--- src/rtl/regbank_pkg.sv ---
package regbank_pkg;

    localparam int DW   = 16;
    localparam int AW   = 4;
    localparam int NREG = 12;
    localparam int KW   = 4;

    typedef enum logic [KW-1:0] {
        ACC_CTRL, ACC_STAT, ACC_PASS,
        ACC_LVH_RC, ACC_LVL_RC, ACC_LVH_MC, ACC_LVL_MC,
        ACC_EDR_RC, ACC_EDF_RC, ACC_EDR_MC, ACC_EDF_MC,
        ACC_IEN
    } acc_e;

    typedef struct packed {
        logic          rd;
        logic          wr;
        logic [DW-1:0] wdata;
    } cell_req_t;

    function automatic logic is_edge(acc_e k);
        return k inside {ACC_EDR_RC, ACC_EDF_RC, ACC_EDR_MC, ACC_EDF_MC};
    endfunction

    function automatic logic is_level(acc_e k);
        return k inside {ACC_LVH_RC, ACC_LVL_RC, ACC_LVH_MC, ACC_LVL_MC};
    endfunction

    function automatic logic low_sense(acc_e k);
        return k inside {ACC_LVL_RC, ACC_LVL_MC, ACC_EDF_RC, ACC_EDF_MC};
    endfunction

    function automatic logic read_clears(acc_e k);
        return k inside {ACC_LVH_RC, ACC_LVL_RC, ACC_EDR_RC, ACC_EDF_RC};
    endfunction

    function automatic logic drives_ctrl(acc_e k);
        return k inside {ACC_CTRL, ACC_IEN};
    endfunction

    function automatic logic [NREG*KW-1:0] default_layout();
        acc_e kinds [NREG] = '{ACC_CTRL, ACC_STAT, ACC_PASS, ACC_LVH_RC,
                               ACC_LVL_RC, ACC_LVH_MC, ACC_LVL_MC, ACC_EDR_RC,
                               ACC_IEN, ACC_EDF_MC, ACC_IEN, ACC_EDR_MC};
        logic [NREG*KW-1:0] lay = '0;
        for (int i = 0; i < NREG; i++) lay[i*KW +: KW] = kinds[i];
        return lay;
    endfunction

endpackage

--- src/rtl/regbank_cell.sv ---
module regbank_cell
    import regbank_pkg::*;
#(
    parameter acc_e KIND = ACC_CTRL
) (
    input  logic          clk,
    input  logic          rst,
    input  cell_req_t     req,
    input  logic [DW-1:0] hw,
    output logic [DW-1:0] rd_val,
    output logic [DW-1:0] ctrl
);

    logic unused_cell;
    assign unused_cell = ^{clk, rst, req, hw};

    generate
        if (KIND == ACC_CTRL || KIND == ACC_IEN) begin : g_rw
            logic [DW-1:0] q;
            always_ff @(posedge clk) begin
                if (rst)          q <= '0;
                else if (req.wr)  q <= req.wdata;
            end
            assign rd_val = q;
            assign ctrl   = q;
        end else if (KIND == ACC_STAT) begin : g_stat
            logic [DW-1:0] q;
            always_ff @(posedge clk) begin
                if (rst) q <= '0;
                else     q <= hw;
            end
            assign rd_val = q;
            assign ctrl   = '0;
        end else if (KIND == ACC_PASS) begin : g_pass
            assign rd_val = hw;
            assign ctrl   = '0;
        end else begin : g_event
            logic [DW-1:0] q;
            logic [DW-1:0] set_v;
            logic [DW-1:0] clr_v;
            logic [DW-1:0] sense;

            assign sense = low_sense(KIND) ? ~hw : hw;

            if (is_edge(KIND)) begin : g_edge
                logic [DW-1:0] prev_sense;
                always_ff @(posedge clk) begin
                    if (rst) prev_sense <= '0;
                    else     prev_sense <= sense;
                end
                // a falling edge shows as a rise of the inverted input
                assign set_v = sense & ~prev_sense;
            end else begin : g_lvl
                assign set_v = sense;
            end

            if (read_clears(KIND)) begin : g_rc
                assign clr_v = {DW{req.rd}};
            end else begin : g_mc
                assign clr_v = req.wr ? req.wdata : '0;
            end

            // set has priority over a clear in the same cycle
            always_ff @(posedge clk) begin
                if (rst) q <= '0;
                else     q <= (q & ~clr_v) | set_v;
            end
            assign rd_val = q;
            assign ctrl   = '0;
        end
    endgenerate

endmodule

--- src/rtl/regbank_rdmux.sv ---
module regbank_rdmux
    import regbank_pkg::*;
#(
    parameter int N_REG  = NREG,
    parameter int A_W    = AW,
    parameter int D_W    = DW
) (
    input  logic [A_W-1:0]            addr,
    input  logic [N_REG-1:0][D_W-1:0] vals,
    output logic [D_W-1:0]            rdata
);

    always_comb begin
        rdata = '0;
        for (int i = 0; i < N_REG; i++) begin
            if (addr == A_W'(i)) rdata = vals[i];
        end
    end

endmodule

--- src/rtl/regbank_top.sv ---
module regbank_top
    import regbank_pkg::*;
#(
    parameter logic [NREG*KW-1:0] LAYOUT = default_layout()
) (
    input  logic               clk,
    input  logic               rst,
    input  logic [AW-1:0]      bus_addr,
    input  logic               bus_rd,
    input  logic               bus_wr,
    input  logic [DW-1:0]      bus_wdata,
    output logic [DW-1:0]      bus_rdata,
    input  logic [NREG*DW-1:0] hw_in,
    output logic [NREG*DW-1:0] ctrl_out,
    output logic               irq
);

    function automatic acc_e kind_at(int a);
        return acc_e'(LAYOUT[a*KW +: KW]);
    endfunction

    function automatic logic has_enable(int a);
        if (a + 1 >= NREG) return 1'b0;
        return is_edge(kind_at(a)) && (kind_at(a + 1) == ACC_IEN);
    endfunction

    logic [NREG-1:0][DW-1:0] vals;
    logic [NREG-1:0]         gate;
    logic                    irq_q;

    genvar a;
    generate
        for (a = 0; a < NREG; a++) begin : g_reg
            cell_req_t req;
            assign req.rd    = bus_rd && (bus_addr == AW'(a));
            assign req.wr    = bus_wr && (bus_addr == AW'(a));
            assign req.wdata = bus_wdata;

            regbank_cell #(.KIND(kind_at(a))) u_cell (
                .clk    (clk),
                .rst    (rst),
                .req    (req),
                .hw     (hw_in[a*DW +: DW]),
                .rd_val (vals[a]),
                .ctrl   (ctrl_out[a*DW +: DW])
            );

            if (has_enable(a)) begin : g_gate
                assign gate[a] = |(vals[a] & vals[a+1]);
            end else begin : g_nogate
                assign gate[a] = 1'b0;
            end
        end
    endgenerate

    regbank_rdmux #(.N_REG(NREG), .A_W(AW), .D_W(DW)) u_rdmux (
        .addr  (bus_addr),
        .vals  (vals),
        .rdata (bus_rdata)
    );

    always_ff @(posedge clk) begin
        if (rst) irq_q <= 1'b0;
        else     irq_q <= |gate;
    end
    assign irq = irq_q;

endmodule

--- config.mk ---
export PLATFORM = sky130hd
export DESIGN_NAME = regbank_top
export DESIGN_NICKNAME = d
export VERILOG_FILES = /design/src/rtl/regbank_pkg.sv /design/src/rtl/regbank_cell.sv /design/src/rtl/regbank_rdmux.sv /design/src/rtl/regbank_top.sv
export SDC_FILE = /design/constraint.sdc
export NUM_CORES = 1
export LEC_CHECK = 0
export BUFFER_PORTS_ARGS = -buffer_cell sky130_fd_sc_hd__buf_2
export CAP_MARGIN = 10
export CORE_ASPECT_RATIO = 0.6
export CORE_UTILIZATION = 35
export DETAILED_ROUTE_END_ITERATION = 10
export GPL_ROUTABILITY_DRIVEN = 0
export PLACE_DENSITY = 0.66
export REMOVE_ABC_BUFFERS = 1
export SYNTH_ARGS = -nofsm -noshare
export SYNTH_HDL_FRONTEND = slang
export SYNTH_HIERARCHICAL = 1
export SYNTH_SLANG_ARGS = --single-unit
--- constraint.sdc ---
create_clock -name clk -period 3.3 [get_ports clk]
set_input_delay 0.66 -clock clk [delete_from_list [all_inputs] [get_ports clk]]
set_output_delay 0.66 -clock clk [all_outputs]
set_load 0.005 [all_outputs]
Word level (Yosys, flattened, before mapping)
Index checks and enable logic that the tools add are counted.
{"block": "totals", "ff_bits": 225, "elab_cells": 86}
{"block": "classes", "n_reduce_logical": 12, "bitwise": 32, "n_mux": 16, "eq_ne": 11}
{"operator": "$mux W16", "n": 16}
{"operator": "$not A16 Y16", "n": 13}
{"operator": "$and A16 B16 Y16", "n": 12}
{"operator": "$or A16 B16 Y16", "n": 7}
{"operator": "$reduce_or A32 Y1", "n": 1}
{"operator": "$eq A4 B3 Y1 const B", "n": 4}
{"operator": "$eq A4 B4 Y1 const B", "n": 4}
{"operator": "$logic_and A1 B1 Y1", "n": 10}
{"operator": "$eq A4 B2 Y1 const B", "n": 2}
{"operator": "$eq A4 B1 Y1 const B", "n": 1}
{"operator": "$logic_not A4 Y1", "n": 1}

Longest topological paths before layout
Gate-level depths: netlist of the first run.
{"block": "logic_depth", "ltp_word": 13, "mapped_depth": 8, "depth_no_buf": 5}

Modules after synthesis
Netlist of the first run, hierarchy kept.
{"module": "regbank_cell (g_reg[0].u_cell ...)", "area_per_inst_um2": 700.7, "instances": 3, "cells_per_inst": 68}
{"module": "regbank_rdmux", "area_per_inst_um2": 2048.2, "instances": 1, "cells_per_inst": 253}
{"module": "regbank_cell (g_reg[11].u_cell)", "area_per_inst_um2": 1283.7, "instances": 1, "cells_per_inst": 118}
{"module": "regbank_cell (g_reg[7].u_cell)", "area_per_inst_um2": 1192.4, "instances": 1, "cells_per_inst": 117}
{"module": "regbank_cell (g_reg[9].u_cell)", "area_per_inst_um2": 1154.9, "instances": 1, "cells_per_inst": 120}
{"module": "regbank_cell (g_reg[5].u_cell)", "area_per_inst_um2": 814.5, "instances": 1, "cells_per_inst": 85}
{"module": "regbank_cell (g_reg[6].u_cell)", "area_per_inst_um2": 758.2, "instances": 1, "cells_per_inst": 69}
{"module": "regbank_cell (g_reg[3].u_cell)", "area_per_inst_um2": 716.9, "instances": 1, "cells_per_inst": 84}
{"module": "regbank_cell (g_reg[4].u_cell)", "area_per_inst_um2": 656.9, "instances": 1, "cells_per_inst": 68}
{"module": "regbank_cell (g_reg[1].u_cell)", "area_per_inst_um2": 588.1, "instances": 1, "cells_per_inst": 50}
{"module": "regbank_top", "area_per_inst_um2": 347.8, "instances": 1, "cells_per_inst": 59}
{"module": "regbank_cell (g_reg[2].u_cell)", "area_per_inst_um2": 244.0, "instances": 1, "cells_per_inst": 33}

Worst setup path after synthesis of the first run
No wires, ideal clock.
{"block": "synth_timing", "path_kind": "input -> output", "start": "input port bus_addr[0]", "end": "output port bus_rdata[1]", "path_stages": 6, "setup_slack_ps": 843, "t_required_ps": 2640, "path_buffers": 2, "t_arrival_ps": 1797, "path_cell_list": "buf_6 -> buf_6 -> or4b_1 -> nand4_1 -> a222oi_1 -> o211ai_1"}
{"block": "synth_between", "elab_chain_cells": 13, "elab_cells_between_ends": 24, "classes_between": "eq/ne: 11; mux: 12; reduce/logical: 1"}
{"element": "from (decl)", "line_no": "regbank_top.sv:8", "rtl": "input logic [AW-1:0] bus_addr,"}
{"element": "$logic_not A4 Y1", "line_no": "regbank_rdmux.sv:16", "rtl": "if (addr == A_W'(i)) rdata = vals[i];"}
{"element": "$mux W16 (11 in series)", "line_no": "regbank_rdmux.sv:16"}
{"element": "$mux W16 *", "line_no": "regbank_rdmux.sv:16"}
{"element": "to (decl)", "line_no": "regbank_top.sv:12", "rtl": "output logic [DW-1:0] bus_rdata,"}
Every way passes the cells marked *; elsewhere a longest branch is shown, timed or not.

Final worst setup path of the first run
{"block": "layout_timing", "start": "input port bus_addr[1]", "end": "output port bus_rdata[1]"}
Same word-level chain as after synthesis.

==> metrics.json, run 1 <==
{
  "floorplan": {
    "rows": 51,
    "die-height_um": 145,
    "design.core.area_um2": 32900,
    "dieArea_um2": 34600,
    "initial_core_util": 0.361,
    "pin_count": 425,
    "chipWidth_um": 240
  },
  "sta": {
    "max_freq_ghz": 0.333,
    "grt_setup_unrepaired": "no",
    "min_period_ps": 3010,
    "timing.final.setup_violations": 0,
    "layout_worst_path_cycle_share": 0.911,
    "setup_total_negative_slack_ps": 0,
    "clock_skew_ps": 22.4,
    "slew_violations": 0,
    "max-slew-margin-rel": 0.583,
    "worstMarginPinSlew_ps": 625,
    "hold_viol": 0
  },
  "worst_hold_path": {
    "hold_path.class": "input pin to flip-flop"
  },
  "global_route": {
    "track_usage": 0.206,
    "globalRouteMet1Util": 0.275,
    "grt_max_degree": 79,
    "grt_first_pass_wirelength_mm": 52.9,
    "first_global_vias": 8508,
    "global_route.usage.met2": 0.334,
    "globalRouteOverflowTotal": 0,
    "antenna_violations_before_repair": 2,
    "groute.layer.met3.usage": 0.0618,
    "globalRoute.busiestLayer": "met2"
  },
  "worst_setup_path": {
    "timing.critical_path.arrival_ps": 2350,
    "cpPeakStageDelay_ps": 330,
    "worst_setup_path_end_kind": "output port",
    "critical_path_class": "input pin to output port",
    "timing.critical_path.required_ps": 2640,
    "path_max_fanout": 35,
    "worstSetupStartpointType": "input pin",
    "worstPathCellList": "buf_2 -> buf_12 -> and2b_1 -> a21oi_1 -> a222oi_1 -> o211ai_1 -> buf_2",
    "worst_path_max_delay_cell": "sky130_fd_sc_hd__buf_2",
    "critPathMostFrequentCell": "sky130_fd_sc_hd__buf_2"
  },
  "routing": {
    "wl_mm": 37.0,
    "drt_iter0_markers": 754,
    "route.detailed.vias_per_inst": 4.80,
    "vias_post_dr": 8984,
    "routedWlPerCell_um": 19.8,
    "post-route-drc-count": 0,
    "drt_pass1_iterations": 6,
    "drtAntennaViolNets": 0
  },
  "outcome": {
    "status": "completed"
  },
  "final_layout": {
    "drive_above_1_share": 0.306,
    "fillers": 3302,
    "final_common_cell": "sky130_fd_sc_hd__buf_2",
    "area_growth_from_synthesis_to_layout_pct": 11.9,
    "most-common-layout-cells": "sky130_fd_sc_hd__buf_2, sky130_fd_sc_hd__dfxtp_1, sky130_fd_sc_hd__conb_1",
    "post_layout_inst_area_um2": 13300,
    "fin_nets": 1620
  },
  "clock_network": {
    "cts_buffers": 23,
    "cts.sink_count": 225,
    "post-cts-setup-buffers": 0,
    "htree_levels": 1,
    "ctsLongestPathBuffers": 3,
    "clock_insertion_delay_worst_skew_ps": 530,
    "cts_root_buffer": "sky130_fd_sc_hd__clkbuf_16",
    "cts_resized": 0,
    "hold_buffers": 0,
    "clkSlewWorstSetupHoldPaths_ps": 70,
    "clock_tree_from_tritoncts": "yes"
  },
  "synthesis": {
    "synth_cells": 1245,
    "syn_avg_cell_area_um2": 9.52,
    "cell_area_after_technology_mapping_um2": 11900,
    "ys.warnings.count": 6
  },
  "placement": {
    "placed_area_um2": 12500,
    "post-dp-hpwl_mm": 27.5,
    "io_buffers": 232
  },
  "power_and_ir_drop": {
    "power.ir.vdd_worst_mv": 0.353,
    "cellLeakagePower_nw": 5.89,
    "cellPowerDensity_nw_per_um2": 496
  },
  "flow_run": {
    "drv_cap": 0
  }
}
[final timing paths]
check | startpoint | to | slack [ps] | cells after the start
max | bus_addr[1] | bus_rdata[1] | 290 | 7
min | hw_in[96] | g_reg[6].u_cell/rd_val[0] | 290 | 2
max reg2reg | g_reg[8].u_cell/ctrl[15] | irq | 1840 | 3
min reg2reg | g_reg[4].u_cell/rd_val[0] | g_reg[4].u_cell/rd_val[0] | 470 | 2
[power breakdown]
group	switching [mW]	internal, mW
registers	0.0934	2.87
clock network	1.15	1.63
logic	0.452	0.377
[sequential cells by signal, indices dropped and copies added, names as in the netlist]
name / count
g.u_cell/g_event.g_edge.prev_sense: 48
g.u_cell/ctrl: 48
irq: 1
g.u_cell/rd_val: 128
[layer usage]
layer / share of wire / up-vias
li1: - / 4232
met1: 0.45 / 4382
met2: 0.46 / 334
met3: 0.085 / 36
met4: 0.013 / 0
met5: 0 / -
[cell type report]
cell class                      count  area (µm²)  share of cell area
Antenna cell                        1        2.50            0.000189
Clock buffer                       32         659              0.0497
Clock inverter                      9         130             0.00981
Inverter                           41         154              0.0116
Multi-Input combinational cell    831        5600               0.422
Sequential cell                   225        4500               0.340
Tap cell                          450         563              0.0425
Timing Repair Buffer              282        1650               0.124
[critical path, delay by kind of cell]
kind | cells | cell delay [ps]
AOI/OAI and AO/OA | 3 | 610
buffers and inverters | 3 | 760
and+or+nand+nor | 1 | 300
[stage by stage]
stage          total power, mW  instances   util  setup slack (ps)  hold WS, ps
6_report                  6.58       1871  0.404               293          290
3_5_place_dp              3.84       1829  0.379               308          460
3_3_place_gp              3.82       1829  0.379               336          454
2_1_floorplan             3.40       1097      -               680          440
4_1_cts                   6.64       1870  0.403               301          261
5_1_grt                   6.87       1870  0.403               246          267
(Power assumes the default switching activity.)
==> run 2: changes to the inputs <==
- clock period: 3.3 -> 3.4 ns (I/O delays scaled with it)
==> metrics.json, run 2 (synthesis results as in run 1) <==
{
  "sta": {
    "grt_setup_unrepaired": "no",
    "max_freq_ghz": 0.326,
    "min_period_ps": 3060,
    "timing.final.setup_violations": 0,
    "slew_violations": 0,
    "setup_total_negative_slack_ps": 0,
    "clock_skew_ps": 11.3,
    "hold_viol": 0,
    "layout_worst_path_cycle_share": 0.901,
    "max-slew-margin-rel": 0.543,
    "worstMarginPinSlew_ps": 686,
    "final.setup.worst_slack_ps": 337
  },
  "routing": {
    "post-route-drc-count": 0,
    "drt_pass1_iterations": 5,
    "vias_post_dr": 9037,
    "routedWlPerCell_um": 19.8,
    "drt_iter0_markers": 729,
    "route.detailed.vias_per_inst": 4.85,
    "drtAntennaViolNets": 0,
    "wl_mm": 36.9
  },
  "floorplan": {
    "initial_core_util": 0.361,
    "rows": 51,
    "die-height_um": 145,
    "design.core.area_um2": 32900,
    "pin_count": 425,
    "dieArea_um2": 34600,
    "chipWidth_um": 240
  },
  "clock_network": {
    "htree_levels": 1,
    "clock_insertion_delay_worst_skew_ps": 530,
    "clkSlewWorstSetupHoldPaths_ps": 70,
    "post-cts-setup-buffers": 0,
    "ctsLongestPathBuffers": 3,
    "cts_root_buffer": "sky130_fd_sc_hd__clkbuf_16",
    "clock_tree_from_tritoncts": "yes",
    "cts_resized": 0,
    "cts.sink_count": 225,
    "cts_buffers": 23,
    "hold_buffers": 0
  },
  "outcome": {
    "status": "completed"
  },
  "placement": {
    "post-dp-hpwl_mm": 27.3,
    "io_buffers": 232,
    "pre_cts_ws_ps": 347
  },
  "power_and_ir_drop": {
    "cellLeakagePower_nw": 5.80,
    "cellPowerDensity_nw_per_um2": 468,
    "power.ir.vdd_worst_mv": 0.286
  },
  "worst_hold_path": {
    "hold_path.class": "input pin to flip-flop",
    "worstHoldStart": "hw_in[152]"
  },
  "final_layout": {
    "most-common-layout-cells": "sky130_fd_sc_hd__buf_2, sky130_fd_sc_hd__dfxtp_1, sky130_fd_sc_hd__conb_1",
    "area_growth_from_synthesis_to_layout_pct": 10.5,
    "final_common_cell": "sky130_fd_sc_hd__buf_2",
    "fillers": 3309,
    "number_of_flip_flops_under_the_largest_register_name": 128,
    "fin_nets": 1613,
    "drive_above_1_share": 0.300,
    "final_core_util": 0.398
  },
  "worst_setup_path": {
    "timing.rr.start": "g_reg[7].u_cell/rd_val[15]",
    "path_max_fanout": 26,
    "worst_setup_path_end_kind": "output port",
    "worstSetupStartpoint": "bus_addr[1]",
    "timing.critical_path.arrival_ps": 2380,
    "worst_path_max_delay_cell": "sky130_fd_sc_hd__buf_4",
    "cpPeakStageDelay_ps": 390,
    "worstSetupStartpointType": "input pin",
    "timing.critical_path.required_ps": 2720,
    "worstPathCellList": "buf_2 -> buf_4 -> mux2_2 -> a22oi_1 -> a211o_1 -> o211ai_1 -> buf_2",
    "critPathMostFrequentCell": "sky130_fd_sc_hd__buf_2",
    "critical_path_class": "input pin to output port"
  },
  "global_route": {
    "track_usage": 0.205,
    "first_global_vias": 8253,
    "globalRouteOverflowTotal": 0,
    "grt_first_pass_wirelength_mm": 52.5,
    "grt_max_degree": 91,
    "antenna_violations_before_repair": 5
  },
  "flow_run": {
    "drv_cap": 0
  }
}
==> run 2: changes by cell type in the layout (fill, tap and decap cells not counted), sizes merged <==
cell,previous run,this run
clkinv,4,3
bufinv,3,1
buf,281,274
diode,1,3
clkinvlp,1,2
==> run 2: per-stage QoR <==
stage                     std cells  hold slack (ps)  area [µm²]  total power, mW
after CTS                      1861              297       13100             6.19
after floorplan                1097              440       10200             3.30
final                          1864              320       13100             6.13
after global routing           1861              305       13100             6.40
after global placement         1822              456       12400             3.70
after detailed placement       1822              462       12400             3.72
==> run 2: report_power, final <==
group          leakage (nW)  switching, mW  total [mW]  internal [mW]
sequential             1.87         0.0906        2.88           2.79
clock                 0.343           1.07        2.46           1.39
combinational          3.59          0.436       0.794          0.358
total                  5.80           1.60        6.13           4.53
==> run 2: layout make-up <==
| class | count | area, µm² | share of cell area |
|---|---|---|---|
| repair buffers | 275 | 1560 | 0.119 |
| inverters | 41 | 154 | 0.0118 |
| clock inverters | 7 | 68.8 | 0.00526 |
| clock buffers | 32 | 639 | 0.0488 |
| diodes | 3 | 7.51 | 0.000573 |
| flip-flops and latches | 225 | 4500 | 0.344 |
| multi-input cells | 831 | 5600 | 0.428 |
| well taps | 450 | 563 | 0.0430 |
==> run 2: final timing paths <==
kind / to / slack [ps] / cells past startpoint
setup / recovery: bus_rdata[12] / 340 / 7
hold reg to reg: g_reg[3].u_cell/rd_val[8] / 470 / 2
hold / removal: g_reg[9].u_cell/g_event.g_edge.prev_sense[8] / 320 / 2
setup reg to reg: irq / 1950 / 3
==> run 2: critical path, delay by kind of cell <==
kind            cells  cell delay (ps)
mux                 1              370
buf+inv             3              880
compound gates      3              440
==> run 2: layer usage <==
metal / up-vias / share of wire / GRT usage / wire (µm)
met3: 51 / 0.088 / 0.0548 / 3250
met4: 4 / 0.020 / 0.0439 / 745
li1: 4212 / - / - / -
met1: 4385 / 0.45 / 0.286 / 16500
met2: 385 / 0.44 / 0.315 / 16400
met5: - / 0.00057 / 0 / 21
